### src/rtl/wsr_pkg.sv
package wsr_pkg;
  typedef enum logic [1:0] {
    SRC_NONE   = 2'd0,
    SRC_ARRAY  = 2'd1,
    SRC_POLL   = 2'd2,
    SRC_STATUS = 2'd3
  } wsr_src_e;
endpackage

### src/rtl/wsr_rst_sync.sv
module wsr_rst_sync #(
  parameter int STAGES = 2
) (
  input  logic clk,
  input  logic rst_n,
  output logic rst_sync_n
);
  logic [STAGES-1:0] chain_q;

  always_ff @(posedge clk or negedge rst_n) begin
    if (!rst_n) chain_q <= '0;
    else        chain_q <= {chain_q[STAGES-2:0], 1'b1};
  end

  assign rst_sync_n = chain_q[STAGES-1];
endmodule

### src/rtl/wsr_access_detect.sv
module wsr_access_detect (
  input  logic clk,
  input  logic rst_n,
  input  logic ce_n,
  input  logic oe_n,
  output logic rd_act,
  output logic rd_start
);
  logic act_q;
  logic act_d;

  assign rd_act = ~ce_n & ~oe_n;

  always_comb begin
    act_d    = rd_act;
    rd_start = rd_act & ~act_q;
  end

  always_ff @(posedge clk or negedge rst_n) begin
    if (!rst_n) act_q <= 1'b0;
    else        act_q <= act_d;
  end
endmodule

### src/rtl/wsr_toggle.sv
module wsr_toggle (
  input  logic clk,
  input  logic rst_n,
  input  logic rd_start,
  input  logic busy,
  output logic tgl_next
);
  logic tgl_q;
  logic flip_en;

  always_comb begin
    flip_en  = rd_start & busy;
    tgl_next = flip_en ? ~tgl_q : tgl_q;
  end

  always_ff @(posedge clk or negedge rst_n) begin
    if (!rst_n)       tgl_q <= 1'b0;
    else if (flip_en) tgl_q <= tgl_next;
  end
endmodule

### src/rtl/wsr_word_mux.sv
module wsr_word_mux
  import wsr_pkg::*;
#(
  parameter int AW = 13,
  parameter int DW = 8
) (
  input  logic          rd_act,
  input  logic          busy,
  input  logic [AW-1:0] rd_addr,
  input  logic [AW-1:0] last_addr,
  input  logic          last_msb,
  input  logic          tgl,
  input  logic [DW-1:0] array_rdata,
  output logic [DW-1:0] word
);
  localparam int POLL_BIT = DW - 1;
  localparam int TGL_BIT  = DW - 2;

  wsr_src_e src;
  logic     addr_hit;

  always_comb begin
    addr_hit = (rd_addr == last_addr);
    if (!rd_act)       src = SRC_NONE;
    else if (!busy)    src = SRC_ARRAY;
    else if (addr_hit) src = SRC_POLL;
    else               src = SRC_STATUS;
  end

  for (genvar i = 0; i < DW; i++) begin : g_bit
    if (i == POLL_BIT) begin : g_poll
      always_comb begin
        unique case (src)
          SRC_ARRAY: word[i] = array_rdata[i];
          SRC_POLL:  word[i] = ~last_msb;
          default:   word[i] = 1'b0;
        endcase
      end
    end else if (i == TGL_BIT) begin : g_tgl
      always_comb begin
        unique case (src)
          SRC_ARRAY:           word[i] = array_rdata[i];
          SRC_POLL, SRC_STATUS: word[i] = tgl;
          default:             word[i] = 1'b0;
        endcase
      end
    end else begin : g_rsvd
      always_comb begin
        word[i] = (src == SRC_ARRAY) ? array_rdata[i] : 1'b0;
      end
    end
  end
endmodule

### src/rtl/wsr_top.sv
module wsr_top #(
  parameter int AW = 13,
  parameter int DW = 8
) (
  input  logic          clk,
  input  logic          rst_n,
  input  logic          ce_n,
  input  logic          oe_n,
  input  logic [AW-1:0] rd_addr,
  input  logic          busy,
  input  logic [AW-1:0] last_addr,
  input  logic          last_msb,
  input  logic [DW-1:0] array_rdata,
  output logic [DW-1:0] dq_out,
  output logic          dq_oe
);
  logic          rst_q_n;
  logic          rd_act;
  logic          rd_start;
  logic          tgl_next;
  logic [DW-1:0] word_d;
  logic [DW-1:0] dq_q;
  logic          oe_q;

  wsr_rst_sync #(.STAGES(2)) u_rst (
    .clk        (clk),
    .rst_n      (rst_n),
    .rst_sync_n (rst_q_n)
  );

  wsr_access_detect u_acc (
    .clk      (clk),
    .rst_n    (rst_q_n),
    .ce_n     (ce_n),
    .oe_n     (oe_n),
    .rd_act   (rd_act),
    .rd_start (rd_start)
  );

  wsr_toggle u_tgl (
    .clk      (clk),
    .rst_n    (rst_q_n),
    .rd_start (rd_start),
    .busy     (busy),
    .tgl_next (tgl_next)
  );

  wsr_word_mux #(.AW(AW), .DW(DW)) u_mux (
    .rd_act      (rd_act),
    .busy        (busy),
    .rd_addr     (rd_addr),
    .last_addr   (last_addr),
    .last_msb    (last_msb),
    .tgl         (tgl_next),
    .array_rdata (array_rdata),
    .word        (word_d)
  );

  always_ff @(posedge clk or negedge rst_q_n) begin
    if (!rst_q_n) begin
      dq_q <= '0;
      oe_q <= 1'b0;
    end else begin
      dq_q <= word_d;
      oe_q <= rd_act;
    end
  end

  assign dq_out = dq_q;
  assign dq_oe  = oe_q;
endmodule

### config.mk
export PLATFORM = sky130hd
export DESIGN_NAME = wsr_top
export DESIGN_NICKNAME = d
export VERILOG_FILES = /design/src/rtl/wsr_pkg.sv /design/src/rtl/wsr_rst_sync.sv /design/src/rtl/wsr_access_detect.sv /design/src/rtl/wsr_toggle.sv /design/src/rtl/wsr_word_mux.sv /design/src/rtl/wsr_top.sv
export SDC_FILE = /design/constraint.sdc
export NUM_CORES = 1
export LEC_CHECK = 0
export BUFFER_PORTS_ARGS = -buffer_cell sky130_fd_sc_hd__buf_4
export CORE_MARGIN = 2
export CORE_UTILIZATION = 40
export CTS_CLUSTER_DIAMETER = 50
export CTS_CLUSTER_SIZE = 20
export DETAILED_ROUTE_END_ITERATION = 6
export PLACE_DENSITY = 0.82
export SLEW_MARGIN = 25
export SYNTH_ARGS = -nofsm -noshare
export SYNTH_HDL_FRONTEND = slang
export SYNTH_SLANG_ARGS = --single-unit
### constraint.sdc
create_clock -name clk -period 1.9 [get_ports clk]
set_clock_uncertainty 0.2 [all_clocks]
set_input_delay 0.475 -clock clk [delete_from_list [all_inputs] [get_ports clk]]
set_output_delay 0.475 -clock clk [all_outputs]
set_load 0.05 [all_outputs]
# Yosys cells after proc, flatten, opt, wreduce, memory -nomap -nowiden
# Cells that the tools add are included.
# W data, S select, Z words.
# op_classes
n_addsub	0
mul	0
div	0
order_cmp	0
n_eq_ne	4
shifts	0
muxes	12
n_bitwise	8
reduce_logical	1
# ops
operator	count
$eq A13 B13 Y1	1
$mux W1	8
$not A1 Y1	5
$eq A2 B2 Y1 const B	2
$mux W2	2
$pmux W1 S2	2
$and A1 B1 Y1	3
$eq A2 B1 Y1 const B	1
$reduce_or A2 Y1	1
# word_totals
reg_bits	12
latchBits	0
ram_bits	0
mem_bits_ro	0
output_inout_bits	9
n_memories	0

# Longest topological paths before layout
# Gate-level depths: netlist of the first run.
# depth
word_depth	7
mapped_depth	7

# Modules after synthesis
# From an unflattened synthesis of the first run, not the netlist that was laid out.
# hier_totals
cells_unflattened	49
hier_area_um2	600.6
# modules_own_cells
mod	n_inst	cells_each	area_each_um2	seq_area_each_um2
wsr_word_mux	1	30	234.0	0.0
wsr_top	1	9	225.2	225.2
wsr_rst_sync	1	3	53.8	50.0
wsr_toggle	1	4	48.8	25.0
wsr_access_detect	1	3	38.8	25.0

# Worst setup path before layout of the first run
# No wires, ideal clock.
# synth_path
path_kind	input port to flip-flop
start	input last_addr[8]
end	register dq_q[6] (netlist: dq_out[6])
setup_time_ps	120
arrival_time_ps	1524
t_required_ps	1580
path_slack_ps	56
path_stages	6
cell_sequence	xor2_1 nor4_2 a41oi_1 ha_1 a32oi_1 nor2_1
# synth_via
elab_chain_cells	7
# synth_lines
item	line	rtl
start, declared	wsr_top.sv:11	input logic [AW-1:0] last_addr,
$eq A13 B13 Y1 (*)	wsr_word_mux.sv:23	addr_hit = (rd_addr == last_addr);
$mux W1 (*)	wsr_word_mux.sv:26	else if (addr_hit) src = SRC_POLL;
$mux W2 (*)	wsr_word_mux.sv:25	else if (!busy) src = SRC_ARRAY;
$mux W2 (*)	wsr_word_mux.sv:24	if (!rd_act) src = SRC_NONE;
$eq A2 B2 Y1	wsr_word_mux.sv:41	unique case (src)
$reduce_or A2 Y1	wsr_word_mux.sv:41	
$pmux W1 S2 (*)	wsr_word_mux.sv:41	
net u_mux.word[6]	wsr_word_mux.sv:14	output logic [DW-1:0] word
end signal, assigned	wsr_top.sv:64	dq_q <= word_d;
end, declared	wsr_top.sv:22	logic [DW-1:0] dq_q;
# Mark *: on every way through the listed nets, which the timed path passes. The rest lies on a longest branch.
# A chain may end at the register's enable or synchronous reset.

# Final worst setup path of the first run
# Ends and elaborated chain as after synthesis.

==> summary by stage, run 1 <==
Run status
The run finished with clean final reports.

Floorplanning
From bottom edge to top edge, the die measures 43.2 µm. The width of the chip is 43.2 µm. The core outline area is 1470 µm². The area of the die is 1870 µm². The row count is 14. Once the floorplan was initialized, standard cells occupied 41.8% of the core. For this design the top-level I/O count stands at 49.

Power
The worst IR drop on VDD is 296 µV. The leakage dissipation is 0.000547 µW. In this run the power density over the cells is 629 nW/µm².

Final layout
Relative to the synthesized area, the layout overhead comes to 72.7%. After the flow finishes, the layout carries non-filler instances totaling 124. The top cell types in the final layout, fill and taps aside, are buf_4, dfrtp_1, xnor2_1.

Summing all non-filler instances in the final layout gives an area of 1060 µm². Cells with a size suffix above 1 make up 54.6% of the layout. The number of diodes added for antenna fixing is 0. The library cell used most frequently in the layout, excluding fill and tap cells, is buf_4.

The number of nets in the layout is 152.

Yosys
The mapped cell area is 614 µm². The number of synthesis warnings is 0. The mean cell area of the mapped netlist is 11.6 µm². By area the synthesized netlist is led by dfrtp_1, xnor2_1, xor2_1, and2_1, ha_1. By area, the combinational part of the netlist is dominated by XOR/XNOR gates.

Summing the areas of all compound-gate instances in the mapped netlist gives 5.30% of the synthesized area. Sequential cells were found to cover 48.9% of the synthesized design area. After synthesis, the netlist uses 20 different library cells. The largest area contributor in the netlist is dfrtp_1.

The post-synthesis xor/xnor area fraction is 21.4%. The simple-gate area share of the yosys netlist is 16.5%. Synthesis produced a netlist with a net count of 96. The adder and majority gate portion of the synthesized area is 6.11%.

Counting every instance in the synthesized netlist gives 53. The mux cell area share after synthesis is 0%. The share of synthesized area in the top cell type comes to 48.9%. Counting flops and latches in the post-synthesis netlist gives 12.

GRT
For this run the aggregate overflow at the end of global routing stands at 0. The initial antenna violation count is 0. The via count of the first global-routing pass came to 593.

The wire length of the first global-routing pass is 2.37 mm. The overall track demand over capacity in global routing is 16.7%. Entering global routing, the biggest net connects 11 pins.

Clock tree
The worst-skew pair later-pin latency is 0.26 ns. The CTS sink count is 12. Counting along the longest clock path gives a buffer depth of 2.

Once the clock tree was built, the setup fixing pass inserted 0 buffers. TritonCTS built the clock tree. After clock tree synthesis, the clock-pin slew on the worst setup and hold paths is 0.07 ns.

The number of clock buffers added by TritonCTS is 3. The total number of H-tree levels is 1. The CTS root buffer is clkbuf_4.

Timing
The final critical path time including I/O delays and setup is 1.72 ns. Setup repair after global routing left no endpoint under its margin. Setup violations remaining at the end of the flow were counted as 0. The total negative slack for setup checks is 0 ns. Derived from the worst setup path, the maximum achievable clock frequency is 580 MHz. The post-route fraction of the period consumed by the critical path is 90.8%. The number of hold-slack violations in the final timing report is 0. The max-slew violation count is 0.

Placed design
The placer's final routability congestion estimate is 0.713. The total half-perimeter wirelength after legalization and detailed placement is 1.19 mm. The number of placed cells counting well taps is 118. The placement-stage cell area is 1000 µm². In this run the tool buffered the top-level ports with 48 buffer cells.

Routing
The detailed router placed 570 vias in this run. After the first detailed-routing iteration, the DRC count stood at 4. After detailed routing, no signal wire sits above met3. The pre-antenna-repair detailed-routing pass consisted of 2 iterations. The wire length per cell is 10.8 µm. The wire length on met3 is 152 µm.

In this run the remaining antenna-violating nets after routing total 0. The met2 wirelength from detailed routing is 747 µm. The total wire length is 1.34 mm. The mean number of vias per cell is 4.60. The met1 routed wirelength after detailed routing is 438 µm. The post-route DRC violation count is 0.

Worst setup path
The arrival time of data at the critical path endpoint is 1.68 ns. The worst-path maximum fanout is 8. The type of origin of the critical path is an input port.

By startpoint and endpoint, the worst setup path is classified as input port to flop. Data on the critical path is required at its endpoint by 1.86 ns. The type of element capturing the critical path is a flop.

Hold path
The path class of the tightest hold or removal check is flop to flop.

Job
The total of max-cap violations is 0.
==> layout make-up <==
type,count,area [µm²]
Sequential cell,12,300
Tap cell,16,20.0
Multi-Input combinational cell,39,309
Fill cell,128,410
Clock buffer,4,36.3
Timing Repair Buffer,51,388
Inverter,2,7.51
==> power by group <==
group          switching (µW)  internal (µW)
Combinational            79.9            104
Sequential               13.6            276
Clock                    77.4            116
==> through the flow <==
| step | hold WS, ns | setup slack (ns) | utilization, % | power (µW) |
|---|---|---|---|---|
| floorplan | -0.0791 | 0.0556 | - | 383 |
| global placement | -0.0441 | -0.128 | 68.1 | 471 |
| detailed placement | -0.0348 | -0.198 | 68.1 | 477 |
| CTS | 0.171 | 0.0864 | 71.9 | 675 |
| global route | 0.171 | 0.0255 | 72.1 | 705 |
| finish | 0.168 | 0.175 | 72.1 | 667 |
==> layer usage <==
| metal | up-vias | GRT usage, % |
|---|---|---|
| met5 | - | 0 |
| met3 | 0 | 4.68 |
| met2 | 31 | 31.6 |
| li1 | 284 | - |
| met4 | 0 | 7.27 |
| met1 | 255 | 16.4 |
==> critical path, stage by stage <==
cell	delay [ns]
buf_4	0.11
xor2_1	0.16
nor4_2	0.31
a41oi_1	0.16
ha_2	0.25
a32oi_1	0.16
nor2_1	0.06
==> synth_stat cells <==
| master | count |
|---|---|
| a21oi_1 | 1 |
| a32oi_1 | 1 |
| a41o_1 | 1 |
| a41oi_1 | 1 |
| and2_1 | 6 |
| conb_1 | 1 |
| dfrtp_1 | 12 |
| ha_1 | 3 |
| inv_1 | 1 |
| inv_2 | 1 |
| nand2_1 | 1 |
| nand2_2 | 1 |
| nand2b_1 | 1 |
| nand4_1 | 2 |
| nor2_1 | 2 |
| nor2_2 | 1 |
| nor4_2 | 1 |
| or2_4 | 1 |
| xnor2_1 | 10 |
| xor2_1 | 5 |
==> path summary, 6_finish.rpt <==
kind	start	to	slack, ns	cells past startpoint
worst max register to register	u_rst.chain_q[1]	dq_out[0]	0.69	1
worst min-delay path	u_rst.chain_q[0]	u_rst.chain_q[1]	0.17	0
worst min register to register	u_rst.chain_q[0]	u_rst.chain_q[1]	0.17	0
min in group asynchronous	rst_n	u_rst.chain_q[1]	0.32	2
max in group asynchronous	u_rst.chain_q[1]	dq_out[0]	0.69	1
worst max-delay path	last_addr[8]	dq_out[6]	0.18	7
==> registers in the layout, summed over array words and instances, names as in the netlist <==
| name | count |
|---|---|
| u_acc.act_q | 1 |
| u_tgl.tgl_q | 1 |
| dq_out | 8 |
| u_rst.chain_q | 2 |
==> logic make-up after synthesis <==
| kind of cell | count (synthesis) |
|---|---|
| flops | 12 |
| compound gates | 4 |
| other cells | 1 |
| xor+xnor | 15 |
| buf+inv | 2 |
| simple gates | 16 |
| fa+ha+maj | 3 |
==> repair_timing <==
| action | in CTS | in global routing |
|---|---|---|
| hold buffers | 2 | 0 |
| gates resized for setup | 0 | 1 |
| endpoints found under the setup margin | 0 | 1 |
| endpoints found under the hold margin | 12 | 0 |
Note: power is estimated with default switching activity, not from simulation.
==> run 2, diff against run 1 <==
--- a/config.mk
+++ b/config.mk
@@ -5,13 +5,16 @@
 export SDC_FILE = /design/constraint.sdc
 export NUM_CORES = 1
 export LEC_CHECK = 0
+export ABC_CLOCK_PERIOD_IN_PS = 1900
 export BUFFER_PORTS_ARGS = -buffer_cell sky130_fd_sc_hd__buf_4
+export CELL_PAD_IN_SITES_DETAIL_PLACEMENT = 2
+export CELL_PAD_IN_SITES_GLOBAL_PLACEMENT = 2
 export CORE_MARGIN = 2
-export CORE_UTILIZATION = 40
+export CORE_UTILIZATION = 22
 export CTS_CLUSTER_DIAMETER = 50
 export CTS_CLUSTER_SIZE = 20
 export DETAILED_ROUTE_END_ITERATION = 6
-export PLACE_DENSITY = 0.82
+export PLACE_DENSITY_LB_ADDON = 0.1
 export SLEW_MARGIN = 25
 export SYNTH_ARGS = -nofsm -noshare
 export SYNTH_HDL_FRONTEND = slang
==> run 2 against run 1 <==
Cell area increased by 2.9%. Register-to-register slack improved by 0.09 ns. Hold slack got worse by 0.018 ns. Via count increased by 6.8%. Count of clock-buffer cells in the layout unchanged. First-iteration DRC count decreased by 75%. Utilization decreased by 32 points. Global-route usage decreased by 5.1 points. Non-clock buffer count increased by 1. Sequential power about the same. Die area increased by 73%. Critical path type unchanged. Largest cell class unchanged.
==> summary by stage, run 2 (synthesis gave the netlist of run 1 again) <==
Floorplanning
The core region is 2710 µm². The area of the die is 3230 µm². Measured along the x axis, the die boundary spans 56.8 µm. The initial core utilization is 22.7%. The total I/O pin count is 49. The row count is 19. The y dimension of the die is 56.8 µm.

Placed design
In this run the tool buffered the top-level ports with 48 buffer cells. The number of placed cells counting well taps is 133. The total half-perimeter wirelength after legalization and detailed placement is 1.45 mm. Routability-driven placement finished with a final weighted congestion of 0.649.

GRT
The initial antenna violation count is 0. Global routing finished with a remaining overflow of 0. The via count of the first global-routing pass is 719. The first global-routing pass estimated 2.88 mm of wire. Entering global routing, the biggest net connects 9 pins. The overall track demand over capacity in global routing is 11.6%.

Routing
The mean number of vias per cell is 4.35. Summing over every cut layer, the via total after detailed routing is 609. The initial detailed-routing violation count is 1. After detailed routing, the number of remaining DRC violations is 0.

After detailed routing, the average wire length per cell comes to 12.3 µm. The pre-antenna-repair detailed-routing pass consisted of 2 iterations. The remaining antenna violation count after routing is 0. The routed design has 1.72 mm of wire.

Timing
The number of hold-slack violations in the final timing report was 0. The total of endpoints with negative setup slack in the final report is 0. The total negative slack for setup checks is 0 ns. The max-slew violation count is 0. The final critical path time including I/O delays and setup is 1.74 ns. The post-route fraction of the period consumed by the critical path is 91.7%. The top achievable clock speed is 574 MHz.

Setup repair after global routing left no endpoint under its margin.

Worst setup path
STA puts the critical path data arrival time at 1.70 ns. The endpoint identified for the worst register-to-register timing path is dq_out[6]. The reg-to-reg startpoint is u_acc.act_q. Of all nets on the critical path, the largest fanout is 8. The worst setup path is captured at a flop. The data required time at the worst endpoint is 1.86 ns.

The most critical setup path has its startpoint at last_addr[8]. The worst setup path is launched from an input port. The critical path class is input port to flop.

The worst reg2reg path depth is 3. For flop-to-flop paths, the worst setup slack is 0.78 ns.

Final layout
Leaving out fill and tap cells, the most frequent cell in the layout is buf_4. The number of diodes added for antenna fixing is 0. The share of the core filled with cells is 40.3%. The final cell count without fillers is 140. The library cells used most frequently in the layout, excluding fill and tap cells, are buf_4, dfrtp_1, xnor2_1.

The area added between synthesis and finish is 77.8%. The number of nets in the layout is 153. The ratio of cells with drive above 1 in the final layout is 55.0%. The register with the most flip-flops in the layout has 8 of them.

Clock tree
Counting along the longest clock path gives a buffer depth of 2. The clock drives 12 sinks. The total number of H-tree levels is 1. Buffers added to address setup during post-CTS repair amount to 0. The number of buffers added by the clock tree synthesis step is 3. TritonCTS built the clock tree. The clock slew seen by the registers of the worst setup and hold paths is 0.07 ns. The CTS root buffer is clkbuf_4. At the later pin of the worst-skew pair, clock insertion delay measures 0.26 ns.

Hold path
Counting instances, the worst hold path has a depth of 0. The beginning of the worst hold path is u_rst.chain_q[0]. The worst hold path terminates at u_rst.chain_q[1]. The type of the worst min-delay path is flop to flop.

Power
For this design the ratio of total power to cell area is 617 nW/µm². The worst IR drop on VDD is 332 µV. Summed over all cells, the static leakage comes to 0.000552 µW.

Run status
The flow ran to the end, and the final reports show no timing, DRC or antenna violations.

Job
The total of max-cap violations is 0.
## run 2: area by class of cell
| class | instances | area [µm²] |
|---|---|---|
| Clock buffer | 4 | 36.3 |
| Fill cell | 308 | 1620 |
| Inverter | 2 | 7.51 |
| Multi-Input combinational cell | 39 | 312 |
| Sequential cell | 12 | 300 |
| Tap cell | 31 | 38.8 |
| Timing Repair Buffer | 52 | 398 |
## run 2: report_power, final
| group | internal (µW) | switching [µW] | total, µW |
|---|---|---|---|
| registers | 276 | 16.3 | 292 |
| clock network | 116 | 79.0 | 195 |
| logic | 104 | 82.1 | 187 |
| total | 497 | 177 | 674 |
## run 2: layer usage
layer	vias to the layer above	track usage [%]	share of wire [%]
li1	284	-	-
met1	296	11.1	34
met2	27	23.4	58
met3	2	3.00	7.3
met4	0	3.99	0.99
met5	-	0	0
## run 2: what timing repair did
action | in CTS | in global routing
hold buffers | 3 | 0
gates resized for setup | 0 | 2
endpoints found under the hold margin | 7 | 0
endpoints found under the setup margin | 0 | 2
## run 2: how the worst max path moves through the flow
| stage | end | slack (ns) |
|---|---|---|
| after detailed placement | dq_out[6] | -0.22 |
| after global placement | dq_out[6] | -0.16 |
| final | dq_out[6] | 0.16 |
| after floorplan | dq_out[6] | 0.06 |
| after CTS | dq_out[6] | 0.07 |
| after global routing | dq_out[7] | 0.003 |
## run 2: critical path: stages
cell	delay [ns]
buf_4	0.11
xor2_1	0.15
nor4_2	0.31
a41oi_1	0.16
ha_2	0.26
a32oi_1	0.17
nor2_1	0.05
## run 2: stage by stage
step | hold slack, ns | total power, µW | area, µm² | setup WS, ns
finish | 0.150 | 674 | 1090 | 0.157
global route | 0.176 | 718 | 1090 | 0.00330
CTS | 0.155 | 691 | 1090 | 0.0679
detailed placement | -0.0119 | 481 | 1020 | -0.220
global placement | -0.0300 | 473 | 1020 | -0.157
floorplan | -0.0791 | 383 | 614 | 0.0556
==> run 3, diff against run 2 <==
--- a/config.mk
+++ b/config.mk
@@ -5,12 +5,14 @@
 export SDC_FILE = /design/constraint.sdc
 export NUM_CORES = 1
 export LEC_CHECK = 0
+export ABC_AREA = 1
 export ABC_CLOCK_PERIOD_IN_PS = 1900
 export BUFFER_PORTS_ARGS = -buffer_cell sky130_fd_sc_hd__buf_4
 export CELL_PAD_IN_SITES_DETAIL_PLACEMENT = 2
 export CELL_PAD_IN_SITES_GLOBAL_PLACEMENT = 2
 export CORE_MARGIN = 2
-export CORE_UTILIZATION = 22
+export CORE_UTILIZATION = 21
+export CTS_BUF_LIST = sky130_fd_sc_hd__clkbuf_16
 export CTS_CLUSTER_DIAMETER = 50
 export CTS_CLUSTER_SIZE = 20
 export DETAILED_ROUTE_END_ITERATION = 6
==> run 3 against run 2 <==
Sequential power shrank 5%. Worst setup slack better by 0.035 ns. Synthesized cell count rose by 120%. Largest power group is now the clock network. Highest routed layer unchanged.
==> summary by stage, run 3 <==
Final layout
The area added between synthesis and finish is 67.0%. 0 antenna diodes ended up in the layout. The post-route netlist has 35.8% of its cells at a drive strength greater than 1.

The post-route standard cell area excluding fillers is 1310 µm². The library cells used most frequently in the layout, excluding fill and tap cells, are buf_4, nand2_1, inv_1. The register with the most flip-flops in the layout has 8 of them. The leading cell type in the layout, fill and taps excluded is buf_4. The count of cells in the finished layout, fillers not included, comes to 221. The number of nets in the layout is 218.

Power
In this run the power density over the cells is 643 nW/µm². For this design the static power due to leakage is 0.000828 µW. Summing internal, switching and leakage power gives 844 µW. VDD sags by at most 246 µV.

Hold path
For hold timing, the worst endpoint is u_rst.chain_q[1]. The worst hold path was traced through 0 stages. The worst hold path begins at u_rst.chain_q[0]. The type of the worst min-delay path is flop to flop.

Routing
After detailed routing, the number of remaining DRC violations is 0. The detailed router finished its first iteration with 20 violations. The pre-antenna-repair detailed-routing pass consisted of 4 iterations.

The total wire length is 2.23 mm. In the final routed layout, each cell accounts on average for 10.1 µm. The total via count after detailed routing is 878. In this run the remaining antenna-violating nets after routing total 0. After detailed routing, the number of vias per cell comes to 3.97.

Run status
The run finished with clean final reports.

Worst setup path
For the worst setup path, the data arrival time is 1.63 ns. The worst reg2reg path depth is 1. In this run the worst path has a maximum fanout of 4. The worst setup path is launched from an input port. The worst setup path is captured at a flop. STA puts the critical path data required time at 1.83 ns. The worst register-to-register path has a setup slack of 0.67 ns. The worst setup path is of the input port to flop kind. The reg-to-reg startpoint is u_rst.chain_q[1].

The end of the worst register-to-register path is u_acc.act_q.

Yosys
The synthesized net count is 162. The proportion of synthesized chip area in sequential cells is 38.2%. The number of cells produced by synthesis is 119. In the synthesized netlist the dominant register cell turns out to be dfrtp_1. The top-area cell type share of the netlist area is 38.2%. The largest area contributor in the netlist is dfrtp_1.

The number of synthesized register bits is 12. The number of different library cells used by synthesis comes to 17. After synthesis, the share of flip-flops with an asynchronous set or reset is 100%. A synthesized cell averages 6.60 µm². Among all cell types in the netlist, the one instantiated most often is nand2_1. Sorting the synthesized cells by area gives the leading types as dfrtp_1, nand2_1, inv_1, ha_1, nor2_1. The commonest cells after synthesis are nand2_1, inv_1, dfrtp_1. The number of synthesis warnings is 0. The mapped cell area is 786 µm². In this run, synthesis inferred 0 flip-flops with an integrated enable.

Clock tree
After clock tree synthesis, the clock-pin slew on the worst setup and hold paths is 0.04 ns. TritonCTS created 3 clock buffers. TritonCTS built the clock tree. The tree is rooted in a clkbuf_16. Counting every sink on the clock net gives 12. The total number of H-tree levels is 1. The number of buffers inserted by post-CTS setup repair is 0. The worst-skew pair later-pin latency is 0.24 ns. The longest clock path from root to sink contains 2 buffers.

Placed design
The number of placed cells counting well taps is 216. Detailed placement finished with a half-perimeter wire length of 2.00 mm. The placement-stage cell area is 1220 µm².

At the end of routability-driven placement, the weighted congestion stood at 0.754. The count of buffers from port buffering is 48.

Floorplanning
The width of the chip is 65.2 µm. The y dimension of the die is 65.2 µm. For this design the top-level I/O count stands at 49. The area of the die is 4250 µm². The core outline area is 3630 µm².

The initial core utilization is 21.6%. The row count is 22.

GRT
Entering global routing, the biggest net connects 11 pins. The aggregate global routing overflow is 0. The overall track demand over capacity in global routing is 11.8%. The via count of the first global-routing pass is 944.

The first global-routing pass estimated 3.93 mm of wire. The initial antenna violation count came to 0.

Timing
The max-slew violation count is 0. Setup repair after global routing left no endpoint under its margin. Dividing the final minimum period by the clock period gives 89.9%. Summed over all failing endpoints, the final setup total negative slack is 0 ns. The number of hold-slack violations in the final timing report was 0. Hold timing on the final database bottoms out at a slack of 0.144 ns. The top achievable clock speed is 586 MHz. The total of endpoints with negative setup slack in the final report is 0. The worst path in the final design needs a cycle of 1.71 ns, including I/O delays and setup.

Job
The total of max-cap violations is 0.
[run 3: metal layers]
| layer | vias to the layer above | track usage (%) | wire length (µm) |
|---|---|---|---|
| met4 | 0 | 3.91 | 26 |
| met3 | 4 | 2.05 | 183 |
| met2 | 37 | 23.9 | 1220 |
| met1 | 399 | 12.1 | 800 |
| li1 | 438 | - | - |
| met5 | - | 0 | 0 |
[run 3: per-stage QoR]
stage	setup WS (ns)	utilization [%]
final	0.193	36.1
after global routing	0.00468	36.1
after CTS	0.142	36.1
after detailed placement	-0.0933	33.5
after global placement	-0.0572	33.5
after floorplan	0.0470	-
[run 3: where the power goes]
part | leakage (µW) | internal [µW] | switching [µW] | total [µW]
Combinational | 0.000635 | 97.8 | 99.1 | 197
Clock | 0.0000370 | 273 | 98.2 | 371
Sequential | 0.000156 | 270 | 5.91 | 276
Total | 0.000828 | 641 | 203 | 844
[run 3: worst max-delay path by stage]
stage	from	end	slack (ns)	depth (start not counted)
floorplan	last_addr[1]	dq_out[6]	0.05	9
global placement	last_addr[6]	dq_out[5]	-0.06	11
detailed placement	last_addr[6]	dq_out[1]	-0.09	11
CTS	last_addr[6]	dq_out[4]	0.14	11
global route	last_addr[8]	dq_out[4]	0.005	12
finish	last_addr[6]	dq_out[4]	0.19	11
[run 3: critical path, cell delays in order]
cell and delay [ns]:
buf_4 0.11, nand2_1 0.06, nand2_1 0.05, nor2_1 0.11
nand2_1 0.06, nor2_1 0.18, a21oi_2 0.08, ha_1 0.24
buf_4 0.16, nand2_1 0.06, inv_1 0.05
[run 3: repair_timing]
action	in CTS	in global routing
gates resized for setup	0	0
hold buffers	2	0
endpoints found under the hold margin	12	0
[run 3: logic make-up (layout without fill, tap and decap cells)]
kind of cell | count (synthesis) | in the layout | synth area share, %
flip-flops | 12 | 12 | 38.2
AND/OR/NAND/NOR | 65 | 65 | 35.2
buffers and inverters | 33 | 87 | 15.8
other | 1 | 1 | 0.477
AO/OA/AOI/OAI | 5 | 5 | 5.57
adder cells (fa/ha/maj) | 3 | 3 | 4.78
[run 3: cell type report]
cell class | instances | area (µm²)
fillers | 445 | 2320
repair buffers | 52 | 395
multi-input cells | 74 | 362
flip-flops and latches | 12 | 300
inverters | 32 | 120
clock buffers | 3 | 75.1
well taps | 48 | 60.1
